### src/rtl/serport_pkg.sv
package serport_pkg;

  localparam logic [2:0] REG_DIV    = 3'd0;
  localparam logic [2:0] REG_TXFREE = 3'd1;
  localparam logic [2:0] REG_RXCNT  = 3'd2;
  localparam logic [2:0] REG_TXDATA = 3'd3;
  localparam logic [2:0] REG_RXDATA = 3'd4;

  localparam int FRAME_BITS = 10;
  localparam int DATA_BITS  = 8;

  typedef struct packed {
    logic pushTx;
    logic popTx;
    logic shiftTx;
    logic pushRx;
    logic popRx;
    logic shiftRx;
    logic loadDiv;
  } serStrobe_t;

endpackage

### src/rtl/serport_fifo.sv
module serport_fifo #(
  parameter int WIDTH = 8,
  parameter int DEPTH = 16,
  localparam int AW = $clog2(DEPTH),
  localparam int CW = AW + 1
) (
  input  logic             clk,
  input  logic             rstN,
  input  logic             push,
  input  logic             pop,
  input  logic [WIDTH-1:0] wdata,
  output logic [WIDTH-1:0] head,
  output logic [CW-1:0]    count,
  output logic             empty,
  output logic             full
);

  logic [WIDTH-1:0] mem [DEPTH];
  logic [AW-1:0]    wrPtr, rdPtr;

  assign head  = mem[rdPtr];
  assign empty = (count == '0);
  assign full  = (count == CW'(DEPTH));

  always_ff @(posedge clk) begin
    if (push) mem[wrPtr] <= wdata;
  end

  always_ff @(posedge clk) begin
    if (!rstN) begin
      wrPtr <= '0;
      rdPtr <= '0;
      count <= '0;
    end else begin
      if (push) wrPtr <= wrPtr + 1'b1;
      if (pop)  rdPtr <= rdPtr + 1'b1;
      case ({push, pop})
        2'b10:   count <= count + 1'b1;
        2'b01:   count <= count - 1'b1;
        default: count <= count;
      endcase
    end
  end

endmodule

### src/rtl/serport_ctrl.sv
module serport_ctrl
  import serport_pkg::*;
#(
  parameter int DIV_W = 16
) (
  input  logic             clk,
  input  logic             rstN,
  input  logic             busWe,
  input  logic             busRe,
  input  logic [2:0]       busAddr,
  input  logic [DIV_W-1:0] divisor,
  input  logic             txEmpty,
  input  logic             txFull,
  input  logic             rxEmpty,
  input  logic             rxFull,
  input  logic             rxBit,
  output serStrobe_t       strobe,
  output logic             txIdle
);

  typedef enum logic [1:0] {RX_IDLE, RX_START, RX_DATA, RX_STOP} rxState_t;

  logic             txBusy;
  logic [DIV_W-1:0] txTick;
  logic [3:0]       txBits;

  rxState_t         rxState;
  logic [DIV_W-1:0] rxTick;
  logic [3:0]       rxBits;
  logic             rxPrev;

  logic [DIV_W-1:0] fullPeriod;
  logic [DIV_W-1:0] halfPeriod;

  assign fullPeriod = divisor - 1'b1;
  assign halfPeriod = (divisor >> 1) - 1'b1;
  assign txIdle     = !txBusy;

  always_comb begin
    strobe         = '0;
    strobe.loadDiv = busWe && (busAddr == REG_DIV);
    strobe.pushTx  = busWe && (busAddr == REG_TXDATA) && !txFull;
    strobe.popRx   = busRe && (busAddr == REG_RXDATA) && !rxEmpty;
    strobe.popTx   = !txBusy && !txEmpty;
    strobe.shiftTx = txBusy && (txTick == '0);
    strobe.shiftRx = (rxState == RX_DATA) && (rxTick == '0);
    strobe.pushRx  = (rxState == RX_STOP) && (rxTick == '0) && rxBit && !rxFull;
  end

  // transmit bit timer
  always_ff @(posedge clk) begin
    if (!rstN) begin
      txBusy <= 1'b0;
      txTick <= '0;
      txBits <= '0;
    end else if (strobe.popTx) begin
      txBusy <= 1'b1;
      txTick <= fullPeriod;
      txBits <= '0;
    end else if (txBusy) begin
      if (txTick == '0) begin
        if (txBits == 4'(FRAME_BITS - 1)) begin
          txBusy <= 1'b0;
        end else begin
          txBits <= txBits + 1'b1;
          txTick <= fullPeriod;
        end
      end else begin
        txTick <= txTick - 1'b1;
      end
    end
  end

  // receive sequencer
  always_ff @(posedge clk) begin
    if (!rstN) begin
      rxState <= RX_IDLE;
      rxTick  <= '0;
      rxBits  <= '0;
      rxPrev  <= 1'b1;
    end else begin
      rxPrev <= rxBit;
      case (rxState)
        RX_IDLE: begin
          if (rxPrev && !rxBit) begin
            rxState <= RX_START;
            rxTick  <= halfPeriod;
          end
        end
        RX_START: begin
          if (rxTick == '0) begin
            if (!rxBit) begin
              rxState <= RX_DATA;
              rxTick  <= fullPeriod;
              rxBits  <= '0;
            end else begin
              rxState <= RX_IDLE;
            end
          end else begin
            rxTick <= rxTick - 1'b1;
          end
        end
        RX_DATA: begin
          if (rxTick == '0) begin
            rxTick <= fullPeriod;
            if (rxBits == 4'(DATA_BITS - 1)) rxState <= RX_STOP;
            else                             rxBits  <= rxBits + 1'b1;
          end else begin
            rxTick <= rxTick - 1'b1;
          end
        end
        default: begin
          if (rxTick == '0) rxState <= RX_IDLE;
          else              rxTick  <= rxTick - 1'b1;
        end
      endcase
    end
  end

  assert_frame_len_R5: assert property (@(posedge clk) disable iff (!rstN)
    (txBusy && txTick == '0 && txBits == 4'(FRAME_BITS - 1)) |=> !txBusy);

  assert_rx_push_ends_R7: assert property (@(posedge clk) disable iff (!rstN)
    strobe.pushRx |=> (rxState == RX_IDLE));

endmodule

### src/rtl/serport_dp.sv
module serport_dp
  import serport_pkg::*;
#(
  parameter int              DIV_W      = 16,
  parameter logic [DIV_W-1:0] DIV_RESET = 16'd217,
  parameter int              FIFO_DEPTH = 16,
  localparam int CW = $clog2(FIFO_DEPTH) + 1
) (
  input  logic             clk,
  input  logic             rstN,
  input  serStrobe_t       strobe,
  input  logic [2:0]       busAddr,
  input  logic [31:0]      busWdata,
  input  logic             rxLine,
  input  logic             txIdle,
  output logic [31:0]      busRdata,
  output logic             txLine,
  output logic [DIV_W-1:0] divisor,
  output logic             txEmpty,
  output logic             txFull,
  output logic             rxEmpty,
  output logic             rxFull,
  output logic             rxBit,
  output logic             rxIrq,
  output logic             txIrq
);

  localparam logic [CW-1:0] DEPTH_C = CW'(FIFO_DEPTH);

  logic [FRAME_BITS-1:0] txShift;
  logic [DATA_BITS-1:0]  rxShift;
  logic [DATA_BITS-1:0]  txHead, rxHead;
  logic [CW-1:0]         txCount, rxCount;
  logic [1:0]            rxSync;
  logic                  unusedHi;

  assign unusedHi = ^busWdata[31:DIV_W];

  serport_fifo #(.WIDTH(DATA_BITS), .DEPTH(FIFO_DEPTH)) u_txq (
    .clk(clk), .rstN(rstN), .push(strobe.pushTx), .pop(strobe.popTx),
    .wdata(busWdata[DATA_BITS-1:0]), .head(txHead), .count(txCount),
    .empty(txEmpty), .full(txFull));

  serport_fifo #(.WIDTH(DATA_BITS), .DEPTH(FIFO_DEPTH)) u_rxq (
    .clk(clk), .rstN(rstN), .push(strobe.pushRx), .pop(strobe.popRx),
    .wdata(rxShift), .head(rxHead), .count(rxCount),
    .empty(rxEmpty), .full(rxFull));

  always_ff @(posedge clk) begin
    if (!rstN) begin
      divisor <= DIV_RESET;
      txShift <= '1;
      rxShift <= '0;
      rxSync  <= 2'b11;
    end else begin
      rxSync <= {rxSync[0], rxLine};
      if (strobe.loadDiv) divisor <= busWdata[DIV_W-1:0];
      if (strobe.popTx)        txShift <= {1'b1, txHead, 1'b0};
      else if (strobe.shiftTx) txShift <= {1'b1, txShift[FRAME_BITS-1:1]};
      if (strobe.shiftRx) rxShift <= {rxBit, rxShift[DATA_BITS-1:1]};
    end
  end

  assign rxBit  = rxSync[1];
  assign txLine = txShift[0];
  assign rxIrq  = !rxEmpty;
  assign txIrq  = txEmpty && txIdle;

  always_comb begin
    case (busAddr)
      REG_DIV:    busRdata = 32'(divisor);
      REG_TXFREE: busRdata = 32'(DEPTH_C - txCount);
      REG_RXCNT:  busRdata = 32'(rxCount);
      REG_RXDATA: busRdata = rxEmpty ? 32'd0 : 32'(rxHead);
      default:    busRdata = 32'd0;
    endcase
  end

  assert_tx_count_step_R3: assert property (@(posedge clk) disable iff (!rstN)
    (strobe.popTx && !strobe.pushTx) |=> (txCount == $past(txCount) - 1'b1));

  assert_no_pop_empty_R4: assert property (@(posedge clk) disable iff (!rstN)
    (rxCount == '0) |-> !strobe.popRx);

  assert_start_bit_low_R5: assert property (@(posedge clk) disable iff (!rstN)
    strobe.popTx |=> !txLine);

  assert_stop_high_R7: assert property (@(posedge clk) disable iff (!rstN)
    strobe.pushRx |-> rxBit);

  assert_no_overflow_R8: assert property (@(posedge clk) disable iff (!rstN)
    (rxCount == DEPTH_C) |-> !strobe.pushRx);

  assert_idle_high_R10: assert property (@(posedge clk) disable iff (!rstN)
    txIrq |-> txLine);

endmodule

### src/rtl/serport_mmio.sv
module serport_mmio
  import serport_pkg::*;
#(
  parameter int               DIV_W      = 16,
  parameter logic [DIV_W-1:0] DIV_RESET  = 16'd217,
  parameter int               FIFO_DEPTH = 16
) (
  input  logic        clk,
  input  logic        rstN,
  input  logic        busWe,
  input  logic        busRe,
  input  logic [2:0]  busAddr,
  input  logic [31:0] busWdata,
  output logic [31:0] busRdata,
  input  logic        rxLine,
  output logic        txLine,
  output logic        rxIrq,
  output logic        txIrq
);

  serStrobe_t       strobe;
  logic [DIV_W-1:0] divisor;
  logic txEmpty, txFull, rxEmpty, rxFull, rxBit, txIdle;

  serport_ctrl #(.DIV_W(DIV_W)) u_ctrl (
    .clk(clk), .rstN(rstN), .busWe(busWe), .busRe(busRe), .busAddr(busAddr),
    .divisor(divisor), .txEmpty(txEmpty), .txFull(txFull), .rxEmpty(rxEmpty),
    .rxFull(rxFull), .rxBit(rxBit), .strobe(strobe), .txIdle(txIdle));

  serport_dp #(.DIV_W(DIV_W), .DIV_RESET(DIV_RESET), .FIFO_DEPTH(FIFO_DEPTH)) u_dp (
    .clk(clk), .rstN(rstN), .strobe(strobe), .busAddr(busAddr),
    .busWdata(busWdata), .rxLine(rxLine), .txIdle(txIdle), .busRdata(busRdata),
    .txLine(txLine), .divisor(divisor), .txEmpty(txEmpty), .txFull(txFull),
    .rxEmpty(rxEmpty), .rxFull(rxFull), .rxBit(rxBit), .rxIrq(rxIrq),
    .txIrq(txIrq));

endmodule

### config.mk
export PLATFORM = sky130hd
export DESIGN_NAME = serport_mmio
export DESIGN_NICKNAME = d
export VERILOG_FILES = /design/src/rtl/serport_pkg.sv /design/src/rtl/serport_fifo.sv /design/src/rtl/serport_ctrl.sv /design/src/rtl/serport_dp.sv /design/src/rtl/serport_mmio.sv
export SDC_FILE = /design/constraint.sdc
export NUM_CORES = 1
export LEC_CHECK = 0
export ABC_AREA = 1
export BUFFER_PORTS_ARGS = -buffer_cell sky130_fd_sc_hd__buf_2
export CORE_ASPECT_RATIO = 0.6
export CORE_UTILIZATION = 30
export DETAILED_ROUTE_END_ITERATION = 10
export SLEW_MARGIN = 15
export SYNTH_ARGS = -nofsm -noshare
export SYNTH_HDL_FRONTEND = slang
export SYNTH_SLANG_ARGS = --single-unit
### constraint.sdc
create_clock -name clk -period 5.5 [get_ports clk]
set_clock_uncertainty 0.05 [all_clocks]
set_input_delay 1.1 -clock clk [delete_from_list [all_inputs] [get_ports clk]]
set_output_delay 1.1 -clock clk [all_outputs]
set_load 0.02 [all_outputs]
==> results of run 1 <==
flip-flops by register name, summed over array words and instances (netlist names), 5 cells and up, named ones only:
name	cells
u_dp.u_rxq.mem	128
u_dp.u_txq.mem	128
u_ctrl.rxTick	16
u_ctrl.txTick	16
u_dp.divisor	16
u_dp.txShift	9
u_dp.rxShift	8
u_dp.u_rxq.count	5
u_dp.u_txq.count	5
placed cells by master (no fill, tap or decap), drive strengths merged, types with 32 or more instances in the layout:
| cell | Yosys | routed |
|---|---|---|
| nand2 | 302 | 302 |
| o211ai | 32 | 32 |
| nor2 | 298 | 298 |
| nand3 | 111 | 111 |
| a21oi | 92 | 92 |
| ha | 36 | 36 |
| clkbuf | 55 | 45 |
| edfxtp | 256 | 256 |
| inv | 130 | 132 |
| dfxtp | 113 | 113 |
| buf | 37 | 69 |
| o221ai | 34 | 34 |
| o21ai | 219 | 219 |
metrics by stage:
step	worst slack, ns	utilization [%]	total power [mW]	instance area [um2]
4_1_cts	1.189	34.28	8.344	19310
3_5_place_dp	1.501	32.23	5.892	18160
6_report	1.148	34.29	8.343	19320
2_1_floorplan	1.409	-	5.224	17290
3_3_place_gp	1.523	32.23	5.836	18160
5_1_grt	0.9990	34.28	8.805	19310
final cells by class:
type | instances | share of cell area (%)
Antenna cell | 3 | 0.03886
Clock buffer | 45 | 5.000
Sequential cell | 369 | 51.52
Multi-Input combinational cell | 1235 | 33.07
Timing Repair Buffer | 69 | 1.930
Inverter | 131 | 2.558
Clock inverter | 21 | 0.9715
Tap cell | 759 | 4.916
power groups by stage:
stage	Combinational, mW	Sequential, mW	Clock [mW]
2_1_floorplan	1.95	3.27	0
3_3_place_gp	2.54	3.29	0
3_5_place_dp	2.59	3.30	0
4_1_cts	2.61	3.24	2.49
5_1_grt	2.94	3.26	2.60
6_report	2.64	3.25	2.45
layer usage:
layer,wire length (um),global-route usage [%],vias to the layer above
met5,0,0,-
li1,-,-,6363
met1,23690,24.80,6459
met2,19380,22.27,484
met4,682,3.281,0
met3,3769,2.754,60
kinds of logic (layout without fill, tap and decap cells):
logic type               Yosys count  in the layout  share of synthesized area (%)
other                              0              3                              0
AO/OA/AOI/OAI                    417            417                          14.02
adder cells (fa/ha/maj)           37             37                          2.720
buffers and inverters            223            266                          5.521
XOR/XNOR                          31             31                          1.570
AND/OR/NAND/NOR                  750            750                          18.63
flip-flops                       369            369                          57.54
how the worst max path moves through the flow:
stage | start | to
after global routing | register | busRdata[3]
final | register | busRdata[3]
after detailed placement | busAddr[0] | busRdata[9]
after CTS | register | busRdata[4]
after global placement | busAddr[0] | busRdata[7]
after floorplan | busAddr[1] | busRdata[10]
==> reports/metrics.csv, run 1 <==
metric,value,unit
CTS-repair resized insts,0,
RR Startpoint,u_ctrl.rxTick[0]$_SDFFE_PN0P_,
Hold EP,u_dp.rxSync[1]$_SDFF_PN1_,
Synth area leaders,"edfxtp_1 44%, dfxtp_1 13%, nand2_1 6.4%",
Syn Std Cell Area,17290,um2
Critical-path top delay cell,inv_1,
WL final,47520,um
clock share of power,29.4,%
Final min period,4.352,ns
Pleak,7.082,nW
crit share post-route,79.13,%
WP buf/inv,4,
gr usage total,15.80,%
crit-path cells,inv_1 > buf_4 > buf_4 > nor2_1 > o211ai_1 > nand3_1 > nand2_1 > nand2_1 > o2111ai_1 > buf_2,
Final ANT Viol Nets,0,
r2r worst-path depth,17,
Layout fillers,5658,
largest net degree at the start of global routing,70,
Critical Path End Type,primary output,
cts hold-fix bufs,0,
Storage cell area,9952,um2
Cell Count Post-Placement,2563,
Power Dens Cells,431.8,nW/um2
GPL Wtd Cong,0.9374,
share of the synthesized area in the top cell type,44.45,%
status,finished clean,
cell count after synthesis,1827,
Fin. Hold Viols,0,
fin nets,1920,
GRT overflow,0,
RR Endpoint,u_dp.u_rxq.count[4]$_SDFFE_PN0P_,
first-pass GRT wire length,72820,um
H-Tree Depth,2,
worst-skew pair later-pin latency,0.56,ns
Residual DRC,0,
syn_area_per_cell,9.465,um2
CTS Sinks,369,
vias per inst,5.078,
Commonest cells post-synth,"296 x nand2_1, 272 x nor2_1, 256 x edfxtp_1",
Min Hold Slack,0.3634,ns
count of cell types in the netlist,55,
"area leader, netlist",edfxtp_1,
Comb power frac,31.7,%
RSZ-0062 raised after global routing,no,
Flop pwr share,38.9,%
Rows,67,
Slew headroom,26.42,%
Worst Min Path Start,u_dp.rxSync[0]$_SDFF_PN1_,
Crit. path cell count,10,
Area Overhead vs Synth,11.71,%
Initial Util,30.70,%
chip height,188.0,um
setup bufs post-CTS,0,
Initial DRT Pass Iterations,6,
Max Clock Freq,0.2298,GHz
HPWL Detailed,31750,um
number of global-route vias before repair,12312,
Final Max Tran Viols,0,
sequential fraction of the synthesis area,57.54,%
"Req. time, crit path",4.35,ns
Internal,5.220,mW
core region area,56330,um2
Num CTS Buffers,37,
initial antenna violation count,3,
Mapped Nets,1904,
crit path DAT,3.20,ns
max_cap viols,0,
HP Class,reg -> reg,
VDD IR max,0.2389,mV
R2R Setup Slk,2.27,ns
asr flop ratio synth,0,%
ys flop type,edfxtp_1,
via count,13366,
Die X,312.0,um
"EDFF count, synth",256,
worst hold path depth,1,
"count leader, synth",nand2_1,
"slowest stage delay, CP",0.45,ns
synth warn,0,
Final setup violation count,0,
port bufs,58,
layout cell share with drive strength beyond 1,9.733,%
Crit Path Max Fanout,30,
crit path kind,reg -> out,
switching share of power,37.43,%
Critical Path Source Type,register,
post-route insts no fill,2632,
die area,58640,um2
clk root buf,clkbuf_16,
cell family contributing the most delay on the critical path,buffers and inverters,
"FF+latch count, synth",369,
Setup TNS,0,ns
Slew @ Worst Pin,1.102,ns
Top-Level Pins,75,
CTS tree,yes,
Multi-input gate area,6389,um2
clk buf depth,3,
initial drt markers,1511,
clk slew on worst S/H paths,0.06,ns
WL/cell,18.06,um
P_sw,3.122,mW
Note: power is estimated with default switching activity, not from simulation.
==> run 2, diff against run 1 <==
--- a/config.mk
+++ b/config.mk
@@ -5,7 +5,7 @@
 export SDC_FILE = /design/constraint.sdc
 export NUM_CORES = 1
 export LEC_CHECK = 0
-export ABC_AREA = 1
+export ABC_AREA = 0
 export BUFFER_PORTS_ARGS = -buffer_cell sky130_fd_sc_hd__buf_2
 export CORE_ASPECT_RATIO = 0.6
 export CORE_UTILIZATION = 30
==> constraint.sdc (replaced) <==
create_clock -name clk -period 4.2 [get_ports clk]
set_clock_uncertainty 0.05 [all_clocks]
set_input_delay 0.84 -clock clk [delete_from_list [all_inputs] [get_ports clk]]
set_output_delay 0.84 -clock clk [all_outputs]
set_load 0.02 [all_outputs]
==> reports/metrics.csv, run 2 <==
metric,value,unit
status,finished clean,
CTS-repair resized insts,0,
"EDFF count, synth",256,
layout cell share with drive strength beyond 1,17.31,%
WL/cell,19.69,um
crit path kind,reg -> reg,
"commonest cells after routing, fill and taps aside","256 x edfxtp_1, 126 x nand2_1, 111 x dfxtp_1, 107 x nor2_1, 74 x a21oi_1",
first-pass GRT wire length,61660,um
"FF+latch count, synth",369,
worst hold path depth,2,
Area Overhead vs Synth,12.25,%
HPWL Detailed,27890,um
area post-placement,17600,um2
Final Max Tran Viols,0,
Mapped Nets,1385,
design area,18700,um2
CTS Sinks,369,
ys flop type,edfxtp_1,
RR Startpoint,u_ctrl.rxTick[0]$_SDFFE_PN0P_,
count of cell types in the netlist,72,
Fin. Hold Viols,0,
clk root buf,clkbuf_16,
"slowest stage delay, CP",0.57,ns
GPL Wtd Cong,0.8807,
H-Tree Depth,2,
setup bufs post-CTS,0,
initial antenna violation count,1,
Initial DRT Pass Iterations,6,
port bufs,58,
WL final,40680,um
Num CTS Buffers,34,
Critical-path top delay cell,or4b_1,
max_cap viols,0,
die area,56500,um2
Final setup violation count,0,
clk buf depth,3,
R2R Setup Slk,0.33,ns
Power Dens Cells,573.1,nW/um2
"area leader, netlist",edfxtp_1,
r2r worst-path depth,14,
"Req. time, crit path",4.60,ns
Top-Level Pins,75,
vias per inst,5.123,
Final min period,3.874,ns
fin nets,1407,
Crit Path Max Fanout,8,
cell count after synthesis,1308,
Worst Min Path Start,u_ctrl.txTick[13]$_SDFFE_PN0P_,
Synth area leaders,"edfxtp_1 46%, dfxtp_1 14%, mux4_2 9.9%",
Antenna Diode Count,0,
Min Hold Slack,0.4392,ns
Critical Path Source Type,register,
Setup TNS,0,ns
GRT overflow,0,
Tot Pwr,10.72,mW
Pleak,6.313,nW
cts hold-fix bufs,0,
syn_area_per_cell,12.73,um2
worst-skew pair later-pin latency,0.54,ns
Regs by FF count,"u_dp.u_rxq.mem (128), u_dp.u_txq.mem (128)",
largest net degree at the start of global routing,53,
Slew @ Worst Pin,1.108,ns
chip height,184.5,um
synth warn,0,
Residual DRC,0,
CP most frequent cell,ha_1,
Slew headroom,25.86,%
CTS tree,yes,
"commonest non-fill, non-tap cell in the layout",edfxtp_1,
Initial Util,30.56,%
clk slew on worst S/H paths,0.07,ns
initial drt markers,1239,
via count,10585,
Max Clock Freq,0.2581,GHz
core region area,54500,um2
Critical Path End Type,register,
asr flop ratio synth,0,%
number of global-route vias before repair,9958,
Syn Std Cell Area,16660,um2
RR Endpoint,u_dp.u_rxq.count[4]$_SDFFE_PN0P_,
crit-path cells,inv_1 > ha_1 > or4b_1 > nor4b_4 > inv_1 > ha_1 > xor2_1 > ha_1 > o21a_1 > o22a_1 > a21oi_1 > xor2_1 > or3_1 > a21oi_1,
sequential fraction of the synthesis area,59.73,%
Final ANT Viol Nets,0,
gr usage total,14.32,%
Die X,306.2,um
RSZ-0062 raised after global routing,no,
Rows,66,
"count leader, synth",edfxtp_1,
crit path DAT,4.28,ns
HP Class,reg -> reg,
crit share post-route,92.24,%
Hold EP,u_ctrl.txTick[13]$_SDFFE_PN0P_,
share of the synthesized area in the top cell type,46.15,%
Commonest cells post-synth,"256 x edfxtp_1, 126 x nand2_1, 113 x dfxtp_1",
VDD IR max,0.4082,mV
==> run 2: logic make-up (layout without fill, tap and decap cells) <==
kind of cell | after synthesis | after routing | synth area share, %
compound gates | 224 | 224 | 8.300
fa+ha+maj | 37 | 37 | 2.824
flops | 369 | 369 | 59.73
mux | 97 | 97 | 11.36
buf+inv | 140 | 184 | 3.718
xor+xnor | 54 | 54 | 2.839
simple gates | 387 | 387 | 11.22
==> run 2: critical path, delay by kind of cell (launching register included) <==
| kind | cells | cell delay (ns) |
|---|---|---|
| AOI/OAI and AO/OA | 4 | 0.68 |
| adders and majority gates | 3 | 0.77 |
| and+or+nand+nor | 3 | 1.38 |
| buffers and inverters | 2 | 0.26 |
| xor gates and xnor gates | 2 | 0.29 |
| DFF | 1 | 0.37 |
==> run 2: stage by stage <==
stage | util, % | setup WS (ns) | cells
floorplan | - | 0.3317 | 1308
global placement | 32.29 | 0.5235 | 2008
detailed placement | 32.29 | 0.4024 | 2008
CTS | 34.31 | 0.3792 | 2066
global route | 34.31 | 0.1333 | 2066
finish | 34.31 | 0.3258 | 2066
==> run 2: power breakdown <==
group / switching (mW) / leakage, nW / internal, mW / total (mW)
sequential: 0.223 / 3.26 / 4.06 / 4.28
combinational: 2.08 / 2.52 / 1.21 / 3.29
clock: 1.40 / 0.534 / 1.75 / 3.15
==> run 2: layout make-up <==
class | count | area, um2
inverters | 41 | 153.9
clock inverters | 12 | 172.7
clock buffers | 46 | 925.9
fillers | 5279 | 35800
well taps | 714 | 893.4
flip-flops and latches | 369 | 9952
multi-input cells | 799 | 6095
repair buffers | 85 | 505.5
==> run 2: routing by layer <==
layer,routed length (um),track usage (%),vias up
met5,0,0,-
met4,605,3.000,0
met3,2891,2.645,45
met2,16540,19.65,317
met1,20650,22.88,5290
li1,-,-,4933
==> run 2: worst max-delay path by stage <==
stage	from	endpoint	slack, ns	depth (start not counted)
2_1_floorplan	busAddr[2]	u_dp.u_rxq.count[4]$_SDFFE_PN0P_	0.33	14
3_3_place_gp	busAddr[2]	u_dp.u_rxq.count[4]$_SDFFE_PN0P_	0.52	13
3_5_place_dp	busAddr[2]	u_dp.u_rxq.count[4]$_SDFFE_PN0P_	0.40	13
4_1_cts	u_ctrl.rxTick[0]$_SDFFE_PN0P_	u_dp.u_rxq.count[4]$_SDFFE_PN0P_	0.38	14
5_1_grt	u_ctrl.rxTick[0]$_SDFFE_PN0P_	u_dp.u_rxq.count[4]$_SDFFE_PN0P_	0.13	14
6_report	u_ctrl.rxTick[0]$_SDFFE_PN0P_	u_dp.u_rxq.count[4]$_SDFFE_PN0P_	0.33	14
